==> src/rtl/stk_pkg.sv <==
package stk_pkg;

  typedef enum logic [3:0] {
    OP_NOP    = 4'd0,
    OP_PUSH   = 4'd1,
    OP_DROP   = 4'd2,
    OP_DUP    = 4'd3,
    OP_SWAP   = 4'd4,
    OP_ROT    = 4'd5,
    OP_NROT   = 4'd6,
    OP_TO_R   = 4'd7,
    OP_R_FROM = 4'd8,
    OP_R_COPY = 4'd9
  } stk_op_e;

  typedef enum logic [2:0] {
    ERR_NONE  = 3'd0,
    ERR_D_OVF = 3'd2,
    ERR_R_OVF = 3'd3,
    ERR_D_UNF = 3'd4,
    ERR_R_UNF = 3'd5
  } stk_err_e;

endpackage

==> src/rtl/stk_ptr.sv <==
module stk_ptr #(
  parameter int DEPTH = 32,
  localparam int PW = $clog2(DEPTH + 1)
) (
  input  logic          clk,
  input  logic          rst,
  input  logic          grow,
  input  logic          shrink,
  output logic [PW-1:0] ptr,
  output logic          empty,
  output logic          full
);

  localparam logic [PW-1:0] TOP = PW'(DEPTH);

  always_ff @(posedge clk) begin
    if (rst)         ptr <= TOP;
    else if (grow)   ptr <= ptr - PW'(1);
    else if (shrink) ptr <= ptr + PW'(1);
  end

  assign empty = (ptr == TOP);
  assign full  = (ptr == '0);

  // a stack moves by at most one entry per cycle
  assert_single_step_R3: assert property (@(posedge clk) disable iff (rst)
    !(grow && shrink));

endmodule

==> src/rtl/stk_store.sv <==
module stk_store #(
  parameter int W     = 16,
  parameter int DEPTH = 16,
  localparam int AW   = $clog2(DEPTH)
) (
  input  logic          clk,
  input  logic          we,
  input  logic [AW-1:0] wa,
  input  logic [W-1:0]  wd,
  input  logic [AW-1:0] ra,
  output logic [W-1:0]  rd
);

  logic [W-1:0] mem [DEPTH];

  always_ff @(posedge clk) begin
    if (we) mem[wa] <= wd;
  end

  assign rd = mem[ra];

endmodule

==> src/rtl/dual_stack_unit.sv <==
module dual_stack_unit #(
  parameter int W      = 16,
  parameter int DDEPTH = 32,
  parameter int RDEPTH = 16
) (
  input  logic         clk,
  input  logic         rst,
  input  logic         op_valid,
  input  logic [3:0]   op_code,
  input  logic [W-1:0] op_data,
  output logic [W-1:0] tos,
  output logic [W-1:0] nos,
  output logic [W-1:0] rtop,
  output logic [2:0]   err_code
);
  import stk_pkg::*;

  localparam int DAW   = $clog2(DDEPTH);
  localparam int DPW   = $clog2(DDEPTH + 1);
  localparam int RAW   = $clog2(RDEPTH);
  localparam int RPW   = $clog2(RDEPTH + 1);
  localparam int BANKD = DDEPTH / 2;

  stk_op_e      op;
  stk_err_e     err_q, err_n;
  logic [W-1:0] tos_q, tos_n;

  logic           d_grow, d_shrink, r_grow, r_shrink;
  logic [DPW-1:0] dptr;
  logic [RPW-1:0] rptr;
  logic           d_empty, d_full, r_empty, r_full, d_two;
  logic [DAW-1:0] d_at, d_below, d_above;
  logic [RAW-1:0] r_at, r_below;

  logic           dw0_en, dw1_en, rw_en;
  logic [DAW-1:0] dw0_a, dw1_a;
  logic [W-1:0]   dw0_d, dw1_d;
  logic [W-1:0]   rd0, rd1, r_rd;

  logic           bank_we [2];
  logic [DAW-2:0] bank_wa [2];
  logic [DAW-2:0] bank_ra [2];
  logic [W-1:0]   bank_wd [2];
  logic [W-1:0]   bank_rd [2];

  assign op = stk_op_e'(op_code);

  stk_ptr #(.DEPTH(DDEPTH)) u_dptr (
    .clk(clk), .rst(rst), .grow(d_grow), .shrink(d_shrink),
    .ptr(dptr), .empty(d_empty), .full(d_full));

  stk_ptr #(.DEPTH(RDEPTH)) u_rptr (
    .clk(clk), .rst(rst), .grow(r_grow), .shrink(r_shrink),
    .ptr(rptr), .empty(r_empty), .full(r_full));

  assign d_at    = dptr[DAW-1:0];
  assign d_below = d_at - DAW'(1);
  assign d_above = d_at + DAW'(1);
  assign d_two   = (dptr <= DPW'(DDEPTH - 2));
  assign r_at    = rptr[RAW-1:0];
  assign r_below = r_at - RAW'(1);

  // data storage split by address parity: the two entries below the top
  // always fall in different banks, so each bank needs one port of each kind
  for (genvar b = 0; b < 2; b++) begin : g_bank
    localparam logic SEL = 1'(b);
    logic hit0, hit1;
    assign hit0       = dw0_en && (dw0_a[0] == SEL);
    assign hit1       = dw1_en && (dw1_a[0] == SEL);
    assign bank_we[b] = hit0 || hit1;
    assign bank_wa[b] = hit0 ? dw0_a[DAW-1:1] : dw1_a[DAW-1:1];
    assign bank_wd[b] = hit0 ? dw0_d : dw1_d;
    assign bank_ra[b] = (d_at[0] == SEL) ? d_at[DAW-1:1] : d_above[DAW-1:1];

    stk_store #(.W(W), .DEPTH(BANKD)) u_bank (
      .clk(clk), .we(bank_we[b]), .wa(bank_wa[b]), .wd(bank_wd[b]),
      .ra(bank_ra[b]), .rd(bank_rd[b]));

    assert_bank_one_writer_R6: assert property (@(posedge clk) disable iff (rst)
      !(hit0 && hit1));
  end

  assign rd0 = d_at[0] ? bank_rd[1] : bank_rd[0];
  assign rd1 = d_at[0] ? bank_rd[0] : bank_rd[1];

  stk_store #(.W(W), .DEPTH(RDEPTH)) u_rmem (
    .clk(clk), .we(rw_en), .wa(r_below), .wd(tos_q), .ra(r_at), .rd(r_rd));

  always_comb begin
    tos_n    = tos_q;
    err_n    = ERR_NONE;
    d_grow   = 1'b0;
    d_shrink = 1'b0;
    r_grow   = 1'b0;
    r_shrink = 1'b0;
    dw0_en   = 1'b0;
    dw0_a    = d_at;
    dw0_d    = tos_q;
    dw1_en   = 1'b0;
    dw1_a    = d_above;
    dw1_d    = rd0;
    rw_en    = 1'b0;
    if (op_valid) begin
      case (op)
        OP_PUSH, OP_DUP: begin
          if (d_full) err_n = ERR_D_OVF;
          else begin
            d_grow = 1'b1;
            dw0_en = 1'b1;
            dw0_a  = d_below;
            tos_n  = (op == OP_PUSH) ? op_data : tos_q;
          end
        end
        OP_DROP: begin
          if (d_empty) err_n = ERR_D_UNF;
          else begin
            tos_n    = rd0;
            d_shrink = 1'b1;
          end
        end
        OP_SWAP: begin
          if (d_empty) err_n = ERR_D_UNF;
          else begin
            dw0_en = 1'b1;
            tos_n  = rd0;
          end
        end
        OP_ROT: begin
          if (!d_two) err_n = ERR_D_UNF;
          else begin
            tos_n  = rd1;
            dw0_en = 1'b1;
            dw1_en = 1'b1;
          end
        end
        OP_NROT: begin
          if (!d_two) err_n = ERR_D_UNF;
          else begin
            tos_n  = rd0;
            dw0_en = 1'b1;
            dw0_d  = rd1;
            dw1_en = 1'b1;
            dw1_d  = tos_q;
          end
        end
        OP_TO_R: begin
          if (r_full)       err_n = ERR_R_OVF;
          else if (d_empty) err_n = ERR_D_UNF;
          else begin
            rw_en    = 1'b1;
            r_grow   = 1'b1;
            tos_n    = rd0;
            d_shrink = 1'b1;
          end
        end
        OP_R_FROM, OP_R_COPY: begin
          if (r_empty)     err_n = ERR_R_UNF;
          else if (d_full) err_n = ERR_D_OVF;
          else begin
            d_grow   = 1'b1;
            dw0_en   = 1'b1;
            dw0_a    = d_below;
            tos_n    = r_rd;
            r_shrink = (op == OP_R_FROM);
          end
        end
        default: ;
      endcase
    end
  end

  always_ff @(posedge clk) begin
    if (rst) begin
      tos_q <= '0;
      err_q <= ERR_NONE;
    end else if (op_valid) begin
      tos_q <= tos_n;
      err_q <= err_n;
    end
  end

  assign tos      = tos_q;
  assign nos      = d_empty ? '0 : rd0;
  assign rtop     = r_empty ? '0 : r_rd;
  assign err_code = err_q;

  assert_push_value_R2: assert property (@(posedge clk) disable iff (rst)
    op_valid && op == OP_PUSH && !d_full |=> tos_q == $past(op_data) && nos == $past(tos_q));

  assert_dup_match_R4: assert property (@(posedge clk) disable iff (rst)
    op_valid && op == OP_DUP && !d_full |=> nos == tos_q);

  assert_swap_exchange_R5: assert property (@(posedge clk) disable iff (rst)
    op_valid && op == OP_SWAP && !d_empty |=> tos_q == $past(nos) && nos == $past(tos_q));

  assert_to_return_R8: assert property (@(posedge clk) disable iff (rst)
    op_valid && op == OP_TO_R && !r_full && !d_empty |=> rtop == $past(tos_q));

  assert_idle_hold_R11: assert property (@(posedge clk) disable iff (rst)
    !op_valid |=> $stable(err_q) && $stable(tos_q));

  assert_ptr_bound_R11: assert property (@(posedge clk) disable iff (rst)
    dptr <= DPW'(DDEPTH) && rptr <= RPW'(RDEPTH));

  assert_empty_drop_R12: assert property (@(posedge clk) disable iff (rst)
    op_valid && op == OP_DROP && d_empty |=> tos_q == $past(tos_q) && err_q == ERR_D_UNF);

endmodule

==> config.mk <==
export PLATFORM = sky130hd
export DESIGN_NAME = dual_stack_unit
export DESIGN_NICKNAME = d
export VERILOG_FILES = /design/src/rtl/stk_pkg.sv /design/src/rtl/stk_ptr.sv /design/src/rtl/stk_store.sv /design/src/rtl/dual_stack_unit.sv
export SDC_FILE = /design/constraint.sdc
export NUM_CORES = 1
export LEC_CHECK = 0
export BUFFER_PORTS_ARGS = -buffer_cell sky130_fd_sc_hd__buf_2
export CORE_UTILIZATION = 50
export DETAILED_ROUTE_END_ITERATION = 12
export PLACE_DENSITY = 0.66
export SLEW_MARGIN = 5
export SYNTH_ARGS = -nofsm -noshare
export SYNTH_HDL_FRONTEND = slang
export SYNTH_SLANG_ARGS = --single-unit
==> constraint.sdc <==
create_clock -name clk -period 5.4 [get_ports clk]
set_input_delay 1.08 -clock clk [delete_from_list [all_inputs] [get_ports clk]]
set_output_delay 1.08 -clock clk [all_outputs]
set_load 0.03 [all_outputs]
==> results.md, run 1 <==
* RSZ-0062 raised after global routing: false
* NumNets Final at 2086
* Most common cell in the netlist: edfxtp_1
* Clk buf depth at 3
* Data required, critical path at 4.32 ns
* Final hold vios at 0
* Min cycle time layout at 5.34 ns
* CTS Buf Count at 82
* Via count at 19115
* Status: completed
* Top-Level Pins at 74
* Setup WS pre-CTS at 0.517 ns
* Setup TNS at 0 ns
* Worst EP arrival at 4.26 ns
* CP startpoint kind: flop
* Hold depth at 2
* GPL Wtd Cong at 0.982
* Peak VDD IR at 259 uV
* Final ANT Viol Nets at 0
* Layout area overhead at 13.9%
* CTS H-tree depth at 3
* Num Clock Sinks at 802
* PortBufs at 73
* Worst Skew at 0.0388 ns
* Resized Gates After CTS at 0
* Post-Synthesis Cells at 1894
* Least-Margin Pin Slew at 1.30 ns
* Routed vias/inst at 6.42
* Initial Utilization at 50.7%
* Drt first pass iters at 8
* Core ar. at 0.0659 mm^2
* Grt ovf at 0
* Pwr Density at 352 mW/mm^2
* Number of synthesized flops with an enable pin at 768
* Post-synth ARST share at 0%
* Die Width at 260 um
* Crit path max fanout at 21
* Placed wire-length estimate at 54200 um
* Sequential element share of the synthesized area at 71.1%
* Largest net degree at the start of global routing at 42
* First-pass GRT wire length at 124000 um
* Most used DFF post-synth: edfxtp_1
* Synth area leader: edfxtp_1
* Main area contributors after synthesis: edfxtp_1 (69%), mux4_2 (12%), dfxtp_1 (2.0%), nor2_1 (1.7%), mux2i_1 (1.5%)
* Slew Viols, Final at 0
* Max cap viols at 0
* Lkg Pwr at 12.3 nW
* Rows at 94
* Yosys warns at 0
* Drt drc at 0
* CTS clk-pin slew, worst paths at 0.06 ns
* Die height at 260 um
* Synth top area share at 69.1%
* Peak Freq at 0.187 GHz
* Setup WS post-layout at 0.0558 ns
* Cell variety after synth at 82
* Cell at the root of the clock tree: clkbuf_16
* Min-delay worst type: reg2reg
* FF+latch count, synth at 802
* Commonest cells post-synth: edfxtp_1 (768), mux4_2 (183), nor2_1 (153)
* Share of cells above drive strength 1 at 27.3%
* Area of the mapped netlist at 0.0334 mm^2
* CP Class: reg2out
* Syn avg cell area at 17.6 um^2
* Critical Path Sink Type: output port
* Fillers at 4961
* Post-CTS Setup Inserts at 0
* Rel. slew slack at 13.1%
* Vias in the first global route at 18754
* Clk Latency, worst-skew pair at 0.65 ns
* Post-synth net total at 1930
* Final wirelength at 84700 um
* Final setup fails at 0
* Tot GR Track Use at 25.3%
* DR WL/cell at 28.5 um
* Tcrit/Tclk final at 99.0%
* DRT iter0 DRCs at 2678
* DIE AREA at 0.0678 mm^2
* CTS tree: yes
* Initial antenna violation count at 4
* Worst reg-to-reg path cell count at 10
* Post-CTS Hold Fix Bufs at 0
-- area by class of cell --
| cell class | instances | area (um^2) | share of cell area [%] |
|---|---|---|---|
| Antenna cell | 1 | 2.50 | 0.00658 |
| Clock buffer | 98 | 2140 | 5.63 |
| Clock inverter | 48 | 488 | 1.28 |
| Inverter | 16 | 60.1 | 0.158 |
| Multi-Input combinational cell | 960 | 9210 | 24.2 |
| Sequential cell | 802 | 23800 | 62.5 |
| Tap cell | 864 | 1080 | 2.84 |
| Timing Repair Buffer | 188 | 1280 | 3.36 |
-- layout by cell type, fill, tap and decap left out, types with 14 or more instances in the layout --
master     netlist  layout
o211ai_1        17      17
o21ai_0         53      51
clkbuf_16        0      82
buf_2           41      73
a221oi_1        15      15
nand2_1         93      93
nand3_1         36      36
clkinv_2         0      14
buf_4            4     111
dfxtp_1         34      29
mux4_2         183     183
nor2_1         153     114
inv_1           15      15
mux2_2          14      14
mux2i_1         49      49
edfxtp_1       768     768
o22ai_1         28      28
nor2_2           1      40
clkinv_1         1      16
a21oi_1         51      51
nor3_1          22      17
a22oi_1         64      64
and2_1          15      15
-- worst paths after layout --
check	startpoint	end	slack [ns]
max	u_dptr.ptr[0]	nos[2]	0.06
min	err_code[0]	err_code[0]	0.48
max reg2reg	u_dptr.ptr[0]	g_bank[1].u_bank.mem[8][12]	0.99
min reg2reg	err_code[0]	err_code[0]	0.48
-- layer usage --
layer  up-vias  wire (um)  track usage [%]
met5         -         11                0
met4         2       2440             7.57
met3       187       8440             5.68
met2      1033      39600             39.6
met1      9859      34200             35.8
li1       8034          -                -
-- cells by family after synthesis --
logic type / after synthesis / synth area share (%)
AOI/OAI and AO/OA: 309 / 6.49
muxes: 246 / 14.3
and+or+nand+nor: 371 / 5.16
xor gates and xnor gates: 21 / 0.619
DFF: 802 / 71.1
buffers and inverters: 132 / 1.75
adders and majority gates: 13 / 0.532
-- critical path: stages, from the launching register on --
cell     delay, ns
dfxtp_1       0.32
ha_1          0.35
nor2b_1       0.26
xnor2_4       0.78
buf_12        0.26
mux2i_1       0.11
o21ai_0       0.67
nand2_1       0.11
a21oi_1       0.42
buf_2         0.29
-- flip-flops by register name (all words and copies together), names as in the netlist, named ones only --
register	count
g_bank.u_bank.mem	512
u_rmem.mem	256
tos	16
u_dptr.ptr	6
u_rptr.ptr	5
err_code	3
-- through the flow --
stage / instances / hold slack (ns) / power [mW] / utilization (%) / cell area (um^2)
3_3_place_gp: 2830 / 0.469 / 7.96 / 53.7 / 35400
2_1_floorplan: 1894 / 0.548 / 7.60 / - / 33400
4_1_cts: 2976 / 0.481 / 13.5 / 57.7 / 38000
5_1_grt: 2976 / 0.511 / 13.7 / 57.7 / 38000
6_report: 2977 / 0.483 / 13.4 / 57.7 / 38000
3_5_place_dp: 2830 / 0.471 / 7.98 / 53.7 / 35400
-- power by group --
| part | total, mW | internal, mW | switching, mW |
|---|---|---|---|
| clock network | 5.53 | 3.14 | 2.38 |
| logic | 0.825 | 0.242 | 0.583 |
| registers | 7.05 | 6.98 | 0.0679 |
Note: power is estimated with default switching activity, not from simulation.
==> run 2, diff against run 1 <==
Settings changed: PLACE_DENSITY 0.66 to unset, PLACE_DENSITY_LB_ADDON set to 0.2.
==> run 2 against run 1 <==
Final cell count up 0.81%. Sequential power is essentially flat. Utilization up 0.27 points. Sequential cell count stayed put. Clock-buffer cell count unchanged. Clock skew is 0.017 ns lower. Hold slack gained 0.024 ns. Critical endpoint is now nos[3].
==> results.md, run 2 (same netlist as run 1, synthesis figures left out) <==
* Largest net degree at the start of global routing at 65
* Worst EP arrival at 4.04 ns
* RSZ-0062 raised after global routing: false
* Vias in the first global route at 18863
* Worst reg-to-reg path cell count at 12
* Initial antenna violation count at 6
* End of the worst register-to-register path: g_bank[1].u_bank.mem[5][5]
* Peak Freq at 0.195 GHz
* Status: completed
* DR WL/cell at 28.0 um
* R2r startpoint: u_dptr.ptr[1]
* Max reg flops at 512
* Drt first pass iters at 6
* Final ANT Viol Nets at 0
* Post-CTS Setup Inserts at 0
* Rows at 94
* Grt ovf at 0
* Drt drc at 0
* Setup TNS at 0 ns
* Clk buf depth at 3
* CTS tree: yes
* Pwr Density at 351 mW/mm^2
* Least-Margin Pin Slew at 1.14 ns
* Tcrit/Tclk final at 94.9%
* Peak VDD IR at 238 uV
* Post-CTS Hold Fix Bufs at 0
* First-pass GRT wire length at 124000 um
* Largest Register: g_bank.u_bank.mem
* Crit path max fanout at 17
* Min cycle time layout at 5.12 ns
* Post-layout util at 58.0%
* Net load switching power at 2.96 mW
* Rel. slew slack at 23.5%
* R2R Setup Slk at 0.97 ns
* Power share of the sequential group at 52.5%
* Core ar. at 0.0659 mm^2
* GPL Wtd Cong at 0.955
* Net Sw Frac at 22.1%
* Most frequent cells in the layout: edfxtp_1 (768), mux4_2 (183), buf_4 (130)
* Routed vias/inst at 6.25
* Initial Utilization at 50.7%
* Clk Latency, worst-skew pair at 0.63 ns
* Die height at 260 um
* Max cap viols at 0
* Cell at the root of the clock tree: clkbuf_16
* CP startpoint kind: flop
* Placed insts at 2851
* CTS Buf Count at 82
* CP Class: reg2out
* CTS clk-pin slew, worst paths at 0.06 ns
* Top-Level Pins at 74
* CP Capture Point: nos[3]
* Critical Path Sink Type: output port
* CTS H-tree depth at 3
* PortBufs at 73
* Tot GR Track Use at 25.1%
* Slew Viols, Final at 0
* Die Width at 260 um
* DRT iter0 DRCs at 2011
* Fillers at 4927
* Clock group share of total power at 41.2%
* Combinational share of power at 6.3%
* Non-filler cells, final at 3001
* Final wirelength at 83900 um
* Via count at 18765
* Pint at 10.4 mW
* Lkg Pwr at 12.4 nW
* Num Clock Sinks at 802
* Data required, critical path at 4.32 ns
* Share of cells above drive strength 1 at 27.7%
* NumNets Final at 2107
* Min-delay worst type: reg2reg
* DIE AREA at 0.0678 mm^2
* Most common cell after layout, fill and taps aside: edfxtp_1
* Final hold vios at 0
* Final setup fails at 0
* Layout area overhead at 14.4%
* Placed wire-length estimate at 56300 um
* Worst Skew at 0.0216 ns
* CP Launch Point: u_dptr.ptr[1]
* Hold_ws at 0.507 ns
run 2: changes by cell type in the layout (fill, tap and decap cells not counted), moves of 2 or more:
cell        before  now
buf_12           4    6
buf_4          111  130
clkbuf_16       82   84
clkinv_1        16   20
clkinv_16        2    0
clkinv_2        14   11
clkinvlp_4       4    6
diode_2          1    3
nor2_1         114  119
nor2_2          40   35
run 2: worst min path at each step:
| stage | startpoint | end | slack [ns] | cells after the start |
|---|---|---|---|---|
| after detailed placement | err_code[0] | err_code[0] | 0.50 | 2 |
| final | err_code[2] | err_code[2] | 0.51 | 2 |
| after floorplan | u_dptr.ptr[5] | u_dptr.ptr[5] | 0.55 | 2 |
| after global routing | err_code[2] | err_code[2] | 0.55 | 2 |
| after CTS | err_code[2] | err_code[2] | 0.51 | 2 |
| after global placement | err_code[2] | err_code[2] | 0.50 | 2 |
run 2: critical path: stages (launching register included):
cell and delay [ns]:
dfxtp_1 0.52, ha_1 0.23, buf_4 0.21, nand4_1 0.23, xor2_1 0.23, and2_1 0.58, a22oi_1 0.21, nand2_1 0.27
nand2_1 0.09, a21oi_1 0.50, buf_2 0.31
run 2: layer usage:
metal | global-route usage [%] | routed length [um] | part of all wire [%] | vias up
met5 | 0 | 34 | 0.041 | -
met4 | 9.49 | 2740 | 3.3 | 6
met3 | 4.56 | 6140 | 7.3 | 156
met2 | 40.3 | 40300 | 48 | 811
met1 | 34.5 | 34700 | 41 | 9702
li1 | - | - | - | 8090
run 2: power groups by stage:
stage,registers (mW),logic (mW),clock network [mW]
after floorplan,7.17,0.432,0
after global placement,7.16,0.825,0
after detailed placement,7.16,0.839,0
after CTS,7.03,0.841,5.60
after global routing,7.03,0.895,5.83
final,7.03,0.844,5.52
run 2: through the flow:
stage | total power [mW] | instance area [um^2] | setup WS (ns)
2_1_floorplan | 7.60 | 33400 | 0.778
3_5_place_dp | 8.00 | 35600 | 0.470
3_3_place_gp | 7.98 | 35600 | 0.542
6_report | 13.4 | 38200 | 0.275
5_1_grt | 13.8 | 38200 | 0.128
4_1_cts | 13.5 | 38200 | 0.237
run 2: cell type report:
| type | instances | area [um^2] | area share (%) |
|---|---|---|---|
| well taps | 864 | 1080 | 2.83 |
| multi-input cells | 960 | 9200 | 24.1 |
| flip-flops and latches | 802 | 23800 | 62.2 |
| clock inverters | 49 | 457 | 1.20 |
| diodes | 3 | 7.51 | 0.0197 |
| repair buffers | 209 | 1460 | 3.83 |
| clock buffers | 98 | 2170 | 5.69 |
| inverters | 16 | 60.1 | 0.157 |
run 2: what timing repair did:
action / 4_1_cts / 5_1_grt
resized for setup: 0 / 1
setup endpoints to repair: 0 / 2
hold endpoints to repair: 0 / 0
==> run 3, diff against run 2 <==
Clock period 5.4 ns to 4.25 ns, I/O delays scaled along.
==> run 3 against run 2 <==
First-iteration DRC count up 13%. Critical path depth up 1. Critical path type unchanged. Routed wire length up 5.0%. Highest routed layer unchanged. Hold slack worse by 0.011 ns. Largest cell class unchanged. Sequential share of layout area down 1.7 points. Clock-buffer cell count up 1. Sequential cell count unchanged. Final cell count up 2.9%. Non-clock buffer count up 90. Power up 28%. Register-to-register slack worse by 0.85 ns. Combinational power up 45%.
==> results.md, run 3 (same netlist as run 1, synthesis figures left out) <==
* Net load switching power at 3.78 mW
* Die height at 260 um
* Net Sw Frac at 22.1%
* Critical Path Sink Type: output port
* Multi-input logic area at 0.00942 mm^2
* Combinational share of power at 7.1%
* Fillers at 4839
* Hold_ws at 0.495 ns
* Core ar. at 0.0659 mm^2
* FF+latch area at 0.0238 mm^2
* Non-filler cells, final at 3089
* Routed vias/inst at 6.25
* DRT iter0 DRCs at 2282
* Slowest CP cell: mux4_2
* Clk buf depth at 3
* Min cycle time layout at 4.21 ns
* Data required, critical path at 3.40 ns
* Placed insts at 2917
* Final wirelength at 88100 um
* Peak Freq at 0.238 GHz
* Layout area overhead at 17.7%
* DR WL/cell at 28.5 um
* CTS tree: yes
* Final setup fails at 0
* Vias in the first global route at 19279
* Worst EP arrival at 3.36 ns
* Top-Level Pins at 74
* Final hold vios at 0
* Crit path cell chain: clkinvlp_4, ha_4, buf_4, buf_12, mux4_2, a22oi_2, nand2_2, nand2_2, a21oi_1, buf_4, buf_2
* Initial Utilization at 50.7%
* Max cap viols at 0
* Slew Viols, Final at 0
* Share of cells above drive strength 1 at 32.9%
* Drt first pass iters at 6
* CTS Buf Count at 80
* Total power at 17.1 mW
* DIE AREA at 0.0678 mm^2
* CP Class: reg2out
* Grt ovf at 0
* First-pass GRT wire length at 131000 um
* Most common cell after layout, fill and taps aside: edfxtp_1
* Min-delay worst type: reg2reg
* Rel. slew slack at 15.4%
* PortBufs at 73
* Placed wire-length estimate at 58000 um
* CTS clk-pin slew, worst paths at 0.06 ns
* Tot GR Track Use at 26.6%
* Least-Margin Pin Slew at 1.26 ns
* Pwr Density at 435 mW/mm^2
* Rows at 94
* Tcrit/Tclk final at 99.0%
* Status: completed
* Clk Latency, worst-skew pair at 0.63 ns
* Pint at 13.3 mW
* Crit path max fanout at 13
* Peak VDD IR at 269 uV
* CTS H-tree depth at 3
* CP startpoint kind: flop
* Drt drc at 0
* Post-CTS Hold Fix Bufs at 0
* Worst Skew at 0.0290 ns
* Max reg flops at 512
* Most frequent cells in the layout: edfxtp_1 (768), buf_4 (200), mux4_2 (183)
* Num Clock Sinks at 802
* GPL Wtd Cong at 0.940
* Cell at the root of the clock tree: clkbuf_16
* Initial antenna violation count at 4
* NumNets Final at 2195
* Largest net degree at the start of global routing at 64
* Via count at 19321
* RSZ-0062 raised after global routing: true
* Slowest stage delay, CP at 0.55 ns
* Lkg Pwr at 12.9 nW
* Largest Register: g_bank.u_bank.mem
* Power share of the sequential group at 52.2%
* Die Width at 260 um
* Final ANT Viol Nets at 0
* Clock group share of total power at 40.7%
==> run 3: cell types whose count changed in the layout (fill, tap and decap cells not counted), moves of 4 or more <==
| cell | previous run | this run |
|---|---|---|
| a22oi_1 | 64 | 45 |
| buf_6 | 0 | 5 |
| buf_4 | 130 | 200 |
| a21oi_2 | 1 | 5 |
| nand2_1 | 93 | 80 |
| nand2_2 | 0 | 11 |
| a22oi_2 | 0 | 19 |
| nor2_2 | 35 | 43 |
| nor2_1 | 119 | 111 |
| buf_12 | 6 | 18 |
| a21oi_1 | 51 | 46 |
==> run 3: area by class of cell <==
| cell class | instances | area share [%] |
|---|---|---|
| antenna | 2 | 0.0127 |
| clock buffer | 99 | 5.44 |
| clock inverter | 47 | 1.13 |
| inverter | 16 | 0.162 |
| multi-input combinational | 960 | 24.0 |
| sequential | 802 | 60.5 |
| tap | 864 | 2.75 |
| timing repair buffer | 299 | 6.07 |
==> run 3: power groups by stage <==
| stage | Sequential, mW | Combinational [mW] | Clock, mW |
|---|---|---|---|
| after floorplan | 9.11 | 0.552 | 0 |
| after global placement | 9.09 | 1.11 | 0 |
| after detailed placement | 9.09 | 1.14 | 0 |
| after CTS | 8.92 | 1.19 | 7.07 |
| after global routing | 8.92 | 1.29 | 7.36 |
| final | 8.92 | 1.22 | 6.96 |
==> run 3: final timing paths <==
| path | startpoint | to | slack (ns) | cells after the start |
|---|---|---|---|---|
| max reg2reg | u_dptr.ptr[0] | g_bank[1].u_bank.mem[13][15] | 0.12 | 12 |
| max | u_dptr.ptr[0] | nos[13] | 0.04 | 11 |
| min | err_code[0] | err_code[0] | 0.50 | 2 |
| min reg2reg | err_code[0] | err_code[0] | 0.50 | 2 |
==> run 3: layer usage <==
| metal | wire length, um | GRT usage [%] |
|---|---|---|
| met3 | 7100 | 4.80 |
| met4 | 2460 | 9.00 |
| met1 | 35900 | 37.5 |
| met5 | 25 | 0 |
| met2 | 42700 | 42.1 |
==> run 3: through the flow <==
step / cell area, um^2 / utilization, % / worst slack (ns) / setup TNS (ns)
after detailed placement: 36200 / 54.9 / 0.152 / 0
after global routing: 39300 / 59.7 / -0.0604 / -0.0704
after global placement: 36200 / 54.9 / 0.202 / 0
final: 39300 / 59.7 / 0.0441 / 0
after floorplan: 33400 / - / -0.0313 / -4.00
after CTS: 39100 / 59.4 / -0.00116 / -0.00116
==> run 3: critical path, delay by kind of cell, from the launching register on <==
kind / cells / cell delay [ns]
buf+inv: 5 / 0.77
mux: 1 / 0.55
flops: 1 / 0.39
compound gates: 2 / 0.38
fa+ha+maj: 1 / 0.35
simple gates: 2 / 0.28
==> run 3: repair_timing <==
| action | in CTS | in global routing |
|---|---|---|
| buffers inserted | 13 | 8 |
| gates cloned | 3 | 0 |
| endpoints found under the setup margin | 16 | 16 |
| endpoints found under the hold margin | 0 | 0 |
| pin swaps | 2 | 8 |
| resized for setup | 33 | 27 |
